## config.mk

```make
export PLATFORM = sky130hd
export DESIGN_NAME = duo_uart_regs
export DESIGN_NICKNAME = d
export VERILOG_FILES = /design/src/rtl/duo_regs_pkg.sv /design/src/rtl/duo_regs_ctrl.sv /design/src/rtl/duo_regs_dp.sv /design/src/rtl/duo_uart_regs.sv
export SDC_FILE = /design/constraint.sdc
export NUM_CORES = 1
export LEC_CHECK = 0
export ABC_AREA = 1
export BUFFER_PORTS_ARGS = -buffer_cell sky130_fd_sc_hd__buf_2
export CAP_MARGIN = 20
export CORE_ASPECT_RATIO = 0.7
export CORE_MARGIN = 2
export CORE_UTILIZATION = 64
export CTS_CLUSTER_DIAMETER = 50
export DETAILED_ROUTE_END_ITERATION = 6
export GPL_ROUTABILITY_DRIVEN = 0
export PLACE_DENSITY_LB_ADDON = 0.05
export SETUP_SLACK_MARGIN = 0.05
export SYNTH_ARGS = -nofsm -noshare
export SYNTH_HDL_FRONTEND = slang
export SYNTH_SLANG_ARGS = --single-unit
```

## constraint.sdc

```tcl
create_clock -name clk -period 2.9 [get_ports clk]
set_input_delay 0.145 -clock clk [delete_from_list [all_inputs] [get_ports clk]]
set_output_delay 0.145 -clock clk [all_outputs]
set_load 0.02 [all_outputs]
```

## src/rtl/duo_regs_pkg.sv

```systemverilog
package duo_regs_pkg;
  localparam int CHANS  = 2;
  localparam int DATA_W = 8;
  localparam int ADDR_W = 3;

  localparam logic [ADDR_W-1:0] ADDR_LOW  = 3'd0;
  localparam logic [ADDR_W-1:0] ADDR_HIGH = 3'd1;
  localparam logic [ADDR_W-1:0] ADDR_ALT  = 3'd2;
  localparam logic [ADDR_W-1:0] ADDR_LINE = 3'd3;
  localparam logic [ADDR_W-1:0] ADDR_ID   = 3'd4;
  localparam logic [ADDR_W-1:0] ADDR_REV  = 3'd5;

  typedef enum logic [1:0] {
    MF_OP2  = 2'b00,
    MF_BAUD = 2'b01,
    MF_NONE = 2'b10,
    MF_RXR  = 2'b11
  } mfSel_e;

  typedef struct packed {
    logic [CHANS-1:0]  chWe;
    logic              bankSel;
    logic              altWe;
    logic [ADDR_W-1:0] addr;
    logic [DATA_W-1:0] data;
  } wrStrobe_t;
endpackage

```

## src/rtl/duo_regs_ctrl.sv

```systemverilog
module duo_regs_ctrl
  import duo_regs_pkg::*;
(
  input  logic              busCs,
  input  logic              busChan,
  input  logic              busWr,
  input  logic [ADDR_W-1:0] busAddr,
  input  logic [DATA_W-1:0] busWrData,
  input  logic [CHANS-1:0]  lcrBank,
  input  logic              concEn,
  output wrStrobe_t         strobe
);
  logic wrHit;
  logic bankEff;

  always_comb begin
    wrHit   = busCs & busWr;
    bankEff = concEn ? lcrBank[0] : lcrBank[busChan];
    strobe  = '0;
    strobe.addr    = busAddr;
    strobe.data    = busWrData;
    strobe.bankSel = bankEff;
    if (wrHit) begin
      if (concEn) strobe.chWe = '1;
      else        strobe.chWe[busChan] = 1'b1;
      strobe.altWe = (busAddr == ADDR_ALT) && bankEff;
    end
  end
endmodule

```

## src/rtl/duo_regs_dp.sv

```systemverilog
module duo_regs_dp
  import duo_regs_pkg::*;
#(
  parameter logic [DATA_W-1:0] ID_BYTE  = 8'h02,
  parameter logic [DATA_W-1:0] REV_BYTE = 8'h01,
  parameter int                SEL_W    = 2
) (
  input  logic              clk,
  input  logic              rstN,
  input  wrStrobe_t         strobe,
  input  logic              busCs,
  input  logic              busRd,
  input  logic              busChan,
  input  logic [ADDR_W-1:0] busAddr,
  input  logic [CHANS-1:0]  op2N,
  input  logic [CHANS-1:0]  baudN,
  input  logic [CHANS-1:0]  rxRdyN,
  output logic [CHANS-1:0]  lcrBank,
  output logic              concEn,
  output logic [DATA_W-1:0] busRdData,
  output logic [CHANS-1:0]  mfN
);
  localparam int ALT_W = SEL_W + 1;

  logic [CHANS-1:0][DATA_W-1:0] lcrQ, divLoQ, divHiQ, dataQ, ierQ;
  logic [ALT_W-1:0] altQ;
  logic [SEL_W-1:0] mfSel;

  // shared alternate function byte: only the low bits are stored
  always_ff @(posedge clk or negedge rstN) begin
    if (!rstN)             altQ <= '0;
    else if (strobe.altWe) altQ <= strobe.data[ALT_W-1:0];
  end

  assign concEn = altQ[0];
  assign mfSel  = altQ[ALT_W-1:1];

  for (genvar ch = 0; ch < CHANS; ch++) begin : g_chan
    logic we;
    assign we = strobe.chWe[ch];
    always_ff @(posedge clk or negedge rstN) begin
      if (!rstN) begin
        lcrQ[ch]   <= '0;
        divLoQ[ch] <= '0;
        divHiQ[ch] <= '0;
        dataQ[ch]  <= '0;
        ierQ[ch]   <= '0;
      end else if (we) begin
        unique case (strobe.addr)
          ADDR_LOW:  if (strobe.bankSel) divLoQ[ch] <= strobe.data;
                     else                dataQ[ch]  <= strobe.data;
          ADDR_HIGH: if (strobe.bankSel) divHiQ[ch] <= strobe.data;
                     else                ierQ[ch]   <= strobe.data;
          ADDR_LINE: lcrQ[ch] <= strobe.data;
          default: ;
        endcase
      end
    end
    assign lcrBank[ch] = lcrQ[ch][DATA_W-1];

    always_comb begin
      unique case (mfSel_e'(mfSel))
        MF_OP2:  mfN[ch] = op2N[ch];
        MF_BAUD: mfN[ch] = baudN[ch];
        MF_RXR:  mfN[ch] = rxRdyN[ch];
        default: mfN[ch] = 1'b1;
      endcase
    end
  end

  logic rdBank;
  logic divZero;
  always_comb begin
    rdBank    = lcrBank[busChan];
    divZero   = (divLoQ[busChan] == '0) && (divHiQ[busChan] == '0);
    busRdData = '0;
    if (busCs && busRd) begin
      unique case (busAddr)
        ADDR_LOW:  busRdData = rdBank ? divLoQ[busChan] : dataQ[busChan];
        ADDR_HIGH: busRdData = rdBank ? divHiQ[busChan] : ierQ[busChan];
        ADDR_ALT:  if (rdBank) busRdData = {{(DATA_W-ALT_W){1'b0}}, altQ};
        ADDR_LINE: busRdData = lcrQ[busChan];
        ADDR_ID:   if (rdBank && divZero) busRdData = ID_BYTE;
        ADDR_REV:  if (rdBank && divZero) busRdData = REV_BYTE;
        default: ;
      endcase
    end
  end


  conc_both_chk: assert property (@(posedge clk) disable iff (!rstN)
    (strobe.chWe == 2'b11 && strobe.addr == ADDR_LINE) |=> (lcrQ[0] == lcrQ[1]));

  single_a_chk: assert property (@(posedge clk) disable iff (!rstN)
    (strobe.chWe == 2'b01) |=> ($stable(lcrQ[1]) && $stable(dataQ[1]) && $stable(ierQ[1])));

  alt_rsv_chk: assert property (@(posedge clk) disable iff (!rstN)
    (busCs && busRd && busAddr == ADDR_ALT) |-> (busRdData[DATA_W-1:ALT_W] == '0));

  id_gate_chk: assert property (@(posedge clk) disable iff (!rstN)
    (busCs && busRd && busAddr == ADDR_ID && !divZero) |-> (busRdData == '0));

  mf_rsv_chk: assert property (@(posedge clk) disable iff (!rstN)
    (mfSel == MF_NONE) |-> (mfN == '1));

  mf_rxr_chk: assert property (@(posedge clk) disable iff (!rstN)
    (mfSel == MF_RXR) |-> (mfN == rxRdyN));
endmodule

```

## src/rtl/duo_uart_regs.sv

```systemverilog
module duo_uart_regs
  import duo_regs_pkg::*;
#(
  parameter logic [7:0] ID_BYTE  = 8'h02,
  parameter logic [7:0] REV_BYTE = 8'h01
) (
  input  logic       clk,
  input  logic       rstN,
  input  logic       busCs,
  input  logic       busChan,
  input  logic [2:0] busAddr,
  input  logic       busWr,
  input  logic       busRd,
  input  logic [7:0] busWrData,
  output logic [7:0] busRdData,
  input  logic [1:0] op2N,
  input  logic [1:0] baudN,
  input  logic [1:0] rxRdyN,
  output logic [1:0] mfN
);
  wrStrobe_t        strobe;
  logic [CHANS-1:0] lcrBank;
  logic             concEn;

  duo_regs_ctrl u_ctrl (
    .busCs, .busChan, .busWr, .busAddr, .busWrData,
    .lcrBank, .concEn, .strobe
  );

  duo_regs_dp #(.ID_BYTE(ID_BYTE), .REV_BYTE(REV_BYTE)) u_dp (
    .clk, .rstN, .strobe, .busCs, .busRd, .busChan, .busAddr,
    .op2N, .baudN, .rxRdyN, .lcrBank, .concEn, .busRdData, .mfN
  );
endmodule

```

## Word level (Yosys, flattened, before mapping)

Cells that the tools add are included.

- Bits in registers: 83
- Input bits: 23
- Output and inout port bits: 10
- Word-level logic and storage cells: 68

- Order comparisons: 2
- Equality and inequality tests: 7
- Multiplexer cells: 27
- Bitwise operators: 2
- Reductions and logical operators: 19

Operator list:

| cell | number |
|---|---|
| 8-bit 2-to-1 mux | 13 |
| 8-bit case mux with 6 select lines | 1 |
| 3-bit AND reduction | 8 |
| 8-bit zero test | 2 |
| 3-bit by 2-bit equality test with 1-bit output (second input constant) | 2 |
| 3-bit equality test (second input constant) | 2 |
| 1-bit 2-to-1 mux | 6 |
| 2-bit 2-to-1 mux | 3 |
| 1-bit case mux with 3 select lines | 2 |
| 1-bit logical AND | 5 |
| 2-bit AND reduction | 2 |
| 3-bit by 1-bit equality test with 1-bit output (second input constant) | 1 |
| 3-bit zero test | 1 |
| 3-bit 2-to-1 mux | 1 |
| 2-bit by 1-bit equality test with 1-bit output (second input constant) | 1 |
| 2-bit equality test (second input constant) | 1 |
| 2-bit zero test | 1 |
| 1-bit by 2-bit < comparator with 1-bit output (second input constant) | 1 |
| 1-bit bitwise AND | 1 |
| 1-bit demux with 1-bit select | 1 |
| 1-bit >= comparator (second input constant) | 1 |
| 1-bit inverter | 1 |

## Logic depth before layout (Yosys ltp)

Gate-level depths: netlist (run 1).

- Depth in word-level cells: 8
- Mapped depth: 11
- Depth with buffers taken out: 10

## By module

A second synthesis (run 1) with hierarchy kept.

- Cells, all modules: 559
- Area total of the unflattened synthesis: 4,166.5 µm²

By module, submodules not included:

| module | instances | cells each | area each (µm²) | sequential area each (µm²) |
|---|---|---|---|---|
| duo_regs_dp | 1 | 530 | 4,006.3 | 2,077.0 |
| duo_regs_ctrl | 1 | 29 | 160.2 | 0.0 |

## Worst setup path after synthesis (run 1)

Ideal clock, no wire load.

- Path type: register -> output
- Start: reg u_dp.lcrQ (netlist bit u_dp.lcrBank[0])
- End: out busRdData[1]
- Arrival: 1.379 ns
- Data required time: 2.755 ns
- Setup slack: 1.376 ns
- Cell stages (with the launch flop): 10
- Path buffers: 1
- Cell sequence: dfrtp_1 -> inv_1 -> nand2_1 -> nand2_1 -> buf_6 -> nor2_1 -> nand3_1 -> nor2_1 -> nand3_1 -> a21oi_1

- Longest elaborated chain between the ends: 6
- Elaborated cells on any way between the ends: 9
- Classes of those cells: mux: 8; reduce/logical: 1

RTL lines:

| element | RTL line | source |
|---|---|---|
| from (decl) | duo_regs_dp.sv:25 | `logic [CHANS-1:0][DATA_W-1:0] lcrQ, divLoQ, divHiQ, dataQ, ierQ;` |
| from (signal, indexed assignment) | duo_regs_dp.sv:54 | `ADDR_LINE: lcrQ[ch] <= strobe.data;` |
| 1-bit 2-to-1 mux (not written as such) (*) (2 in series) | duo_regs_dp.sv:74 | `rdBank = lcrBank[busChan];` |
| 1-bit logical AND | duo_regs_dp.sv:83 | `ADDR_ID: if (rdBank && divZero) busRdData = ID_BYTE;` |
| 2-bit 2-to-1 mux | duo_regs_dp.sv:83 |  |
| 8-bit case mux with 6 select lines (*) | duo_regs_dp.sv:78 | `unique case (busAddr)` |
| 8-bit 2-to-1 mux (*) | duo_regs_dp.sv:77 | `if (busCs && busRd) begin` |
| to (decl) | duo_uart_regs.sv:15 | `output logic [7:0] busRdData,` |

Every way passes the cells marked *; elsewhere a longest branch is shown, timed or not. The select of a mux whose other input is x is not followed.

## Worst setup path in the final report (run 1)

- Start: reg u_dp.lcrQ (netlist bit u_dp.lcrBank[0])
- End: out busRdData[0]

- Longest elaborated chain between the ends: 6
- Elaborated cells on any way between the ends: 9
- Classes of those cells: mux: 8; reduce/logical: 1

RTL lines:

| element | RTL line | source |
|---|---|---|
| 1-bit 2-to-1 mux (not written as such) (*) (2 in series) | duo_regs_dp.sv:74 |  |
| 1-bit logical AND | duo_regs_dp.sv:84 | `ADDR_REV: if (rdBank && divZero) busRdData = REV_BYTE;` |
| 1-bit 2-to-1 mux | duo_regs_dp.sv:84 |  |
| 8-bit case mux with 6 select lines (*) | duo_regs_dp.sv:78 |  |
| 8-bit 2-to-1 mux (*) | duo_regs_dp.sv:77 |  |

Marked as above.

==> results of run 1 <==
[power by group]
group	switching (mW)	internal [mW]	leakage, nW
registers	0.103	1.34	1.10
clock network	0.433	0.424	0.0957
logic	0.327	0.186	1.09
total	0.862	1.95	2.29
[final cells by class]
class | count | area (sq um)
multi-input combinational | 394 | 1739
clock inverter | 5 | 62.56
timing repair buffer | 38 | 230.2
inverter | 31 | 116.4
sequential | 83 | 2077
clock buffer | 11 | 141.4
fill | 506 | 1722
tap | 78 | 97.59
[logic make-up (layout without fill, tap and decap cells)]
family,after synthesis,after routing,share of synthesized area
simple gates,285,285,0.2825
flops,83,83,0.5086
buf+inv,58,85,0.06556
compound gates,109,109,0.1434
[flip-flops by register name, indices dropped and copies added, names as in the netlist]
signal,count
u_dp.dataQ,16
u_dp.divLoQ,16
u_dp.ierQ,16
u_dp.lcrBank,2
u_dp.divHiQ,16
u_dp.lcrQ,14
u_dp.altQ,3
[critical path, cell delays in order (launching register included)]
cell and delay, ps:
dfrtp_1 390, inv_1 60, nand2_1 90, nand2_1 370, nor2_1 270, nand3_1 120
nor2_1 180, nand3_1 100, a21oi_1 140, buf_2 180
[path summary, 6_finish.rpt]
| path | from | to | slack [ps] | cells past startpoint |
|---|---|---|---|---|
| hold reg to reg | u_dp.lcrQ[5] | u_dp.lcrQ[5] | 490 | 2 |
| max in group asynchronous | rstN | u_dp.divLoQ[7] | 2150 | 3 |
| setup / recovery | u_dp.lcrBank[0] | busRdData[0] | 490 | 9 |
| setup reg to reg | u_dp.altQ[0] | u_dp.divHiQ[12] | 1210 | 5 |
| hold / removal | rstN | u_dp.altQ[0] | 150 | 2 |
| min in group clk | busWrData[5] | u_dp.dataQ[13] | 160 | 3 |
[per-layer routing]
layer | GRT usage | vias to the layer above | wire length (um)
met5 | 0 | - | 0
met4 | 0.09437 | 0 | 209
met2 | 0.4707 | 156 | 4554
li1 | - | 1753 | -
met1 | 0.4625 | 1705 | 4697
met3 | 0.1028 | 24 | 912
[stage by stage]
step	setup slack (ps)	std cells
floorplan	1376	535
global placement	1004	622
detailed placement	904.4	622
CTS	499.8	639
global route	301.3	640
finish	494.8	640
[what timing repair did]
item / 4_1_cts / 5_1_grt
hold endpoints to repair: 10 / 0
setup endpoints to repair: 0 / 0
hold buffers: 1 / 0
buffers inserted: 0 / 0
[cell usage in the layout, fill, tap and decap left out, drive strengths merged]
cell	netlist	routed
a21oi	9	9
clkinv	0	2
nand3b	2	2
dfrtp	83	83
nand3	29	29
o21ai	90	90
nand2	226	226
buf	21	37
inv	31	31
bufinv	0	1
o211ai	10	10
nor3	2	2
clkinvlp	0	2
clkbuf	6	11
dlygate4sd3	0	1
nor2	26	26
==> flow_metrics.tcl, run 1 <==
set metrics [dict create \
    vias 3638 \
    maxCapViolations 0 \
    row_count 24 \
    critPathRequiredTime_ps 2760 \
    portBuffers 32 \
    antenna_found_initial 0 \
    synth_edf_count 0 \
    cts_made_buffers 9 \
    timing.final.crit_share 0.8294 \
    yosysMostFrequentCell "nand2_1" \
    synth-main-ff-cell "dfrtp_1" \
    design_area_sq_um 4464 \
    period_needed_ps 2405 \
    cts_tree "yes" \
    die_area_sq_um 7046 \
    drt_iter0_markers 374 \
    synthTopCellsByArea "dfrtp_1 51%, nand2_1 20%, o21ai_0 8.8%" \
    syn2layout_area_growth_pct 9.314 \
    power_mw 2.810 \
    slew_viol_final 0 \
    wl_per_cell_um 16.21 \
    placed_cell_area_sq_um 4223 \
    start_util 0.6602 \
    fin_nets 580 \
    slew_headroom 0.5891 \
    path_max_fanout 18 \
    grt_pass1_vias 3397 \
    cts_buffer_depth 2 \
    cts_resized 0 \
    min-delay-path-class "in2async" \
    leakagePower_nw 2.288 \
    cts_root_buf "clkbuf_8" \
    rsz0062_at_grt "no" \
    grt_pass1_wl_mm 17.24 \
    vdd_drop_max_uv 377.5 \
    yosysUniqueCellTypes 22 \
    drt_wl_total_mm 10.37 \
    path_clk_slew_ps 80 \
    drt_first_pass_iters 5 \
    critical_path_class "reg2out" \
    outcome "completed" \
    finalHoldViolCount 0 \
    synth_nets 558 \
    fin_setup_tns_ps 0 \
    clock_sinks 83 \
    die_y_um 70.84 \
    syn_inst 535 \
    utilization 0.7217 \
    h-tree-depth 3 \
    hold_ws_ps 148.8 \
    clock_latency_ps 370 \
    endpoint_kind "output pin" \
    grt_max_degree 84 \
    drive_gt1_frac 0.1192 \
    grt_usage 0.3203 \
    tightest_slew_ps 615.6 \
    die_x_um 99.48 \
    gr-total-overflow 0 \
    arrival_ps 2260 \
    fmax_ghz 0.4158 \
    drc 0 \
    dp_hpwl_mm 6.754 \
    core_sq_um 6186 \
    finClkSkew_ps 9.766 \
    synth_commonest_cells "220 x nand2_1, 83 x dfrtp_1, 72 x o21ai_0" \
    io_pins 33 \
    drtAntennaViolNets 0 \
    netlist_area_sq_um 4084 \
    syn_area_per_cell_sq_um 7.633 \
    diodes 0 \
    synth_top_area_share 0.5086 \
    setup_violations 0 \
    yosysSeqAreaShare 0.5086 \
    ys_warn_count 0 \
    ys_seq_elements 83 \
    p_per_area_nw_per_um2 629.5 \
    async_flop_share 1.000 \
    cp-start-kind "flop" \
    vias_per_cell 5.684 \
    yosysTopAreaCell "dfrtp_1" \
]
Note: power is estimated with default switching activity, not from simulation.
==> inputs of run 2 (changes only) <==
Settings changed: ABC_AREA 1 to 0, CORE_UTILIZATION 64 to 54.
Clock period 2.9 ns to 2.2 ns, I/O delays scaled along.
==> run 2 against run 1 <==
Effect of this change:
- the flow now finishes with violations (setup timing)
- core utilization decreased by 8.0 points
- final area increased by 7.1%
- synthesized cell count decreased by 38%
- synthesized area increased by 3.4%
- die area increased by 21%
- sequential power increased by 35%
- sequential share of layout area decreased by 3.1 points
- first-iteration DRC count decreased by 53%
- worst setup slack got worse by 500 ps
- sequential cell count unchanged
- via count decreased by 21%
- count of clock-buffer cells in the layout increased by 1
- largest cell class unchanged
==> flow_metrics.tcl, run 2 <==
set metrics [dict create \
    outcome "finished, violations left" \
    violations "setup timing" \
    rrSetupSlack_ps 390 \
    design_area_sq_um 4782 \
    final_cell_mix "95 x mux2_2, 82 x dfrtp_1, 30 x mux2i_1" \
    syn2layout_area_growth_pct 13.21 \
    grt_usage 0.2612 \
    synth_xor_area_frac 0 \
    finClkSkew_ps 9.023 \
    p_switching_mw 1.087 \
    period_needed_ps 2201 \
    cts_made_buffers 9 \
    worst_slack_ps -0.8897 \
    die_y_um 78.00 \
    grt_max_degree 84 \
    grt_pass1_vias 2851 \
    portBuffers 32 \
    sequentialPowerShare 0.503 \
    yosysSeqAreaShare 0.4917 \
    slew_headroom 0.6326 \
    yosysUniqueCellTypes 48 \
    crit_start "u_dp.divLoQ[4]" \
    timing.final.crit_share 1.000 \
    p_int_mw 2.765 \
    rr_endpoint "u_dp.dataQ[0]" \
    syn_area_per_cell_sq_um 12.65 \
    leakagePower_nw 2.214 \
    fmax_ghz 0.4544 \
    dp_hpwl_mm 7.071 \
    placed_cell_area_sq_um 4501 \
    gr-total-overflow 0 \
    cp-start-kind "flop" \
    cts_tree "yes" \
    slowest_stage "or4_4" \
    critPathRequiredTime_ps 2090 \
    layout_commonest_cell "mux2_2" \
    holdCritStartpoint "busWrData[3]" \
    clock_sinks 83 \
    synth_nets 357 \
    slew_viol_final 0 \
    setup_violations 1 \
    io_pins 33 \
    reg2reg_from "u_dp.altQ[0]" \
    hold_end "u_dp.divLoQ[3]" \
    diodes 0 \
    start_util 0.5670 \
    tightest_slew_ps 549.6 \
    row_count 26 \
    cts_buffer_depth 2 \
    rsz0062_at_grt "yes" \
    h-tree-depth 3 \
    drtAntennaViolNets 0 \
    p_sw_frac 0.2822 \
    grt_pass1_wl_mm 16.26 \
    p_clk_frac 0.276 \
    core_sq_um 7450 \
    synth_edf_count 0 \
    min-delay-path-class "in2reg" \
    drt_wl_total_mm 10.17 \
    fin_cells 472 \
    wl_per_cell_um 21.54 \
    vias_per_cell 6.119 \
    syn_inst 334 \
    placed_cells 452 \
    yosysTopAreaCell "dfrtp_1" \
    drive_gt1_frac 0.4652 \
    ys_seq_elements 83 \
    combinationalPowerShare 0.221 \
    hold_depth 2 \
    vdd_drop_max_uv 601.6 \
    muxShareOfSynthArea 0.3243 \
    synth_commonest_cells "95 x mux2_2, 83 x dfrtp_1, 30 x mux2i_1" \
    path_clk_slew_ps 80 \
    drt_first_pass_iters 4 \
    ys_warn_count 0 \
    arrival_ps 2090 \
    drt_iter0_markers 174 \
    path_max_fanout 2 \
    die_area_sq_um 8557 \
    synth-main-ff-cell "dfrtp_1" \
    synthSimpleGateAreaFrac 0.09538 \
    vias 2888 \
    crit_chain "or4_4 -> a221oi_4 -> o21ai_1 -> o211ai_1 -> buf_4" \
    die_x_um 109.7 \
    max_stage_delay_ps 530 \
    synth_compound_area_frac 0.06043 \
    finalHoldViolCount 0 \
    synth-adder-area-share 0 \
    p_per_area_nw_per_um2 805.6 \
    synthTopCellsByArea "dfrtp_1 49%, mux2_2 25%, mux2i_1 7.1%" \
    fin_nets 394 \
    clock_latency_ps 370 \
    endpoint_kind "output pin" \
    cts_root_buf "clkbuf_8" \
    maxCapViolations 0 \
    reg2reg_depth 4 \
    drc 0 \
    synth_top_area_share 0.4917 \
    yosysMostFrequentCell "mux2_2" \
    critical_path_class "reg2out" \
    antenna_found_initial 0 \
    netlist_area_sq_um 4224 \
    synth_top_family_by_area "multiplexers" \
    async_flop_share 1.000 \
]
## run 2: metal layers
metal,GRT usage,routed length (um)
met5,0,0
met1,0.3897,4822
met4,0.06962,129
met3,0.06555,585
met2,0.3790,4628
## run 2: worst max path at each step
stage | endpoint | cells past startpoint
after detailed placement | busRdData[1] | 5
after CTS | busRdData[1] | 5
after global routing | busRdData[1] | 5
final | busRdData[1] | 5
after floorplan | busRdData[7] | 4
after global placement | busRdData[1] | 5
## run 2: timing repair
action                                 4_1_cts  5_1_grt
hold buffers                                 1        0
pin swaps                                    0        2
endpoints found under the hold margin       83        0
buffers inserted                             0        5
setup endpoints to repair                    5        4
gates cloned                                 0        0
gates resized for setup                      7        7
## run 2: cell families (layout without fill, tap and decap cells)
logic type,after synthesis,count (layout)
buffers and inverters,25,65
AND/OR/NAND/NOR,64,64
multiplexers,125,125
flip-flops,83,83
AO/OA/AOI/OAI,37,37
## run 2: stage by stage
step | setup TNS (ps) | setup WS (ps) | hold slack, ps | power (mW) | util
after floorplan | 0 | 64.01 | -185.6 | 2.509 | -
after global placement | 0 | 285.0 | 176.7 | 2.738 | 0.6041
after detailed placement | 0 | 279.1 | 176.6 | 2.768 | 0.6041
after CTS | -12.46 | -12.46 | 129.3 | 3.846 | 0.6325
after global routing | -96.35 | -96.35 | 144.1 | 4.048 | 0.6419
final | -0.8897 | -0.8897 | 145.0 | 3.852 | 0.6419
## run 2: layout make-up
cell class              instances  area, sq um
fillers                       576         2668
flip-flops and latches         83         2078
multi-input cells             226         2062
repair buffers                 51        336.6
clock buffers                  12        145.1
well taps                      98        122.6
clock inverters                 2        37.54
## run 2: worst max-delay path: cells and delay by family (launching register included)
| kind | cells | cell delay (ps) |
|---|---|---|
| flip-flops | 1 | 390 |
| buffers and inverters | 1 | 180 |
| AO/OA/AOI/OAI | 3 | 630 |
| AND/OR/NAND/NOR | 1 | 530 |
## run 2: power groups by stage
stage	Sequential [mW]	Combinational (mW)	Clock [mW]
finish	1.94	0.851	1.06
global route	1.97	0.924	1.16
CTS	1.94	0.814	1.10
detailed placement	1.97	0.801	0
global placement	1.95	0.785	0
floorplan	1.90	0.611	0
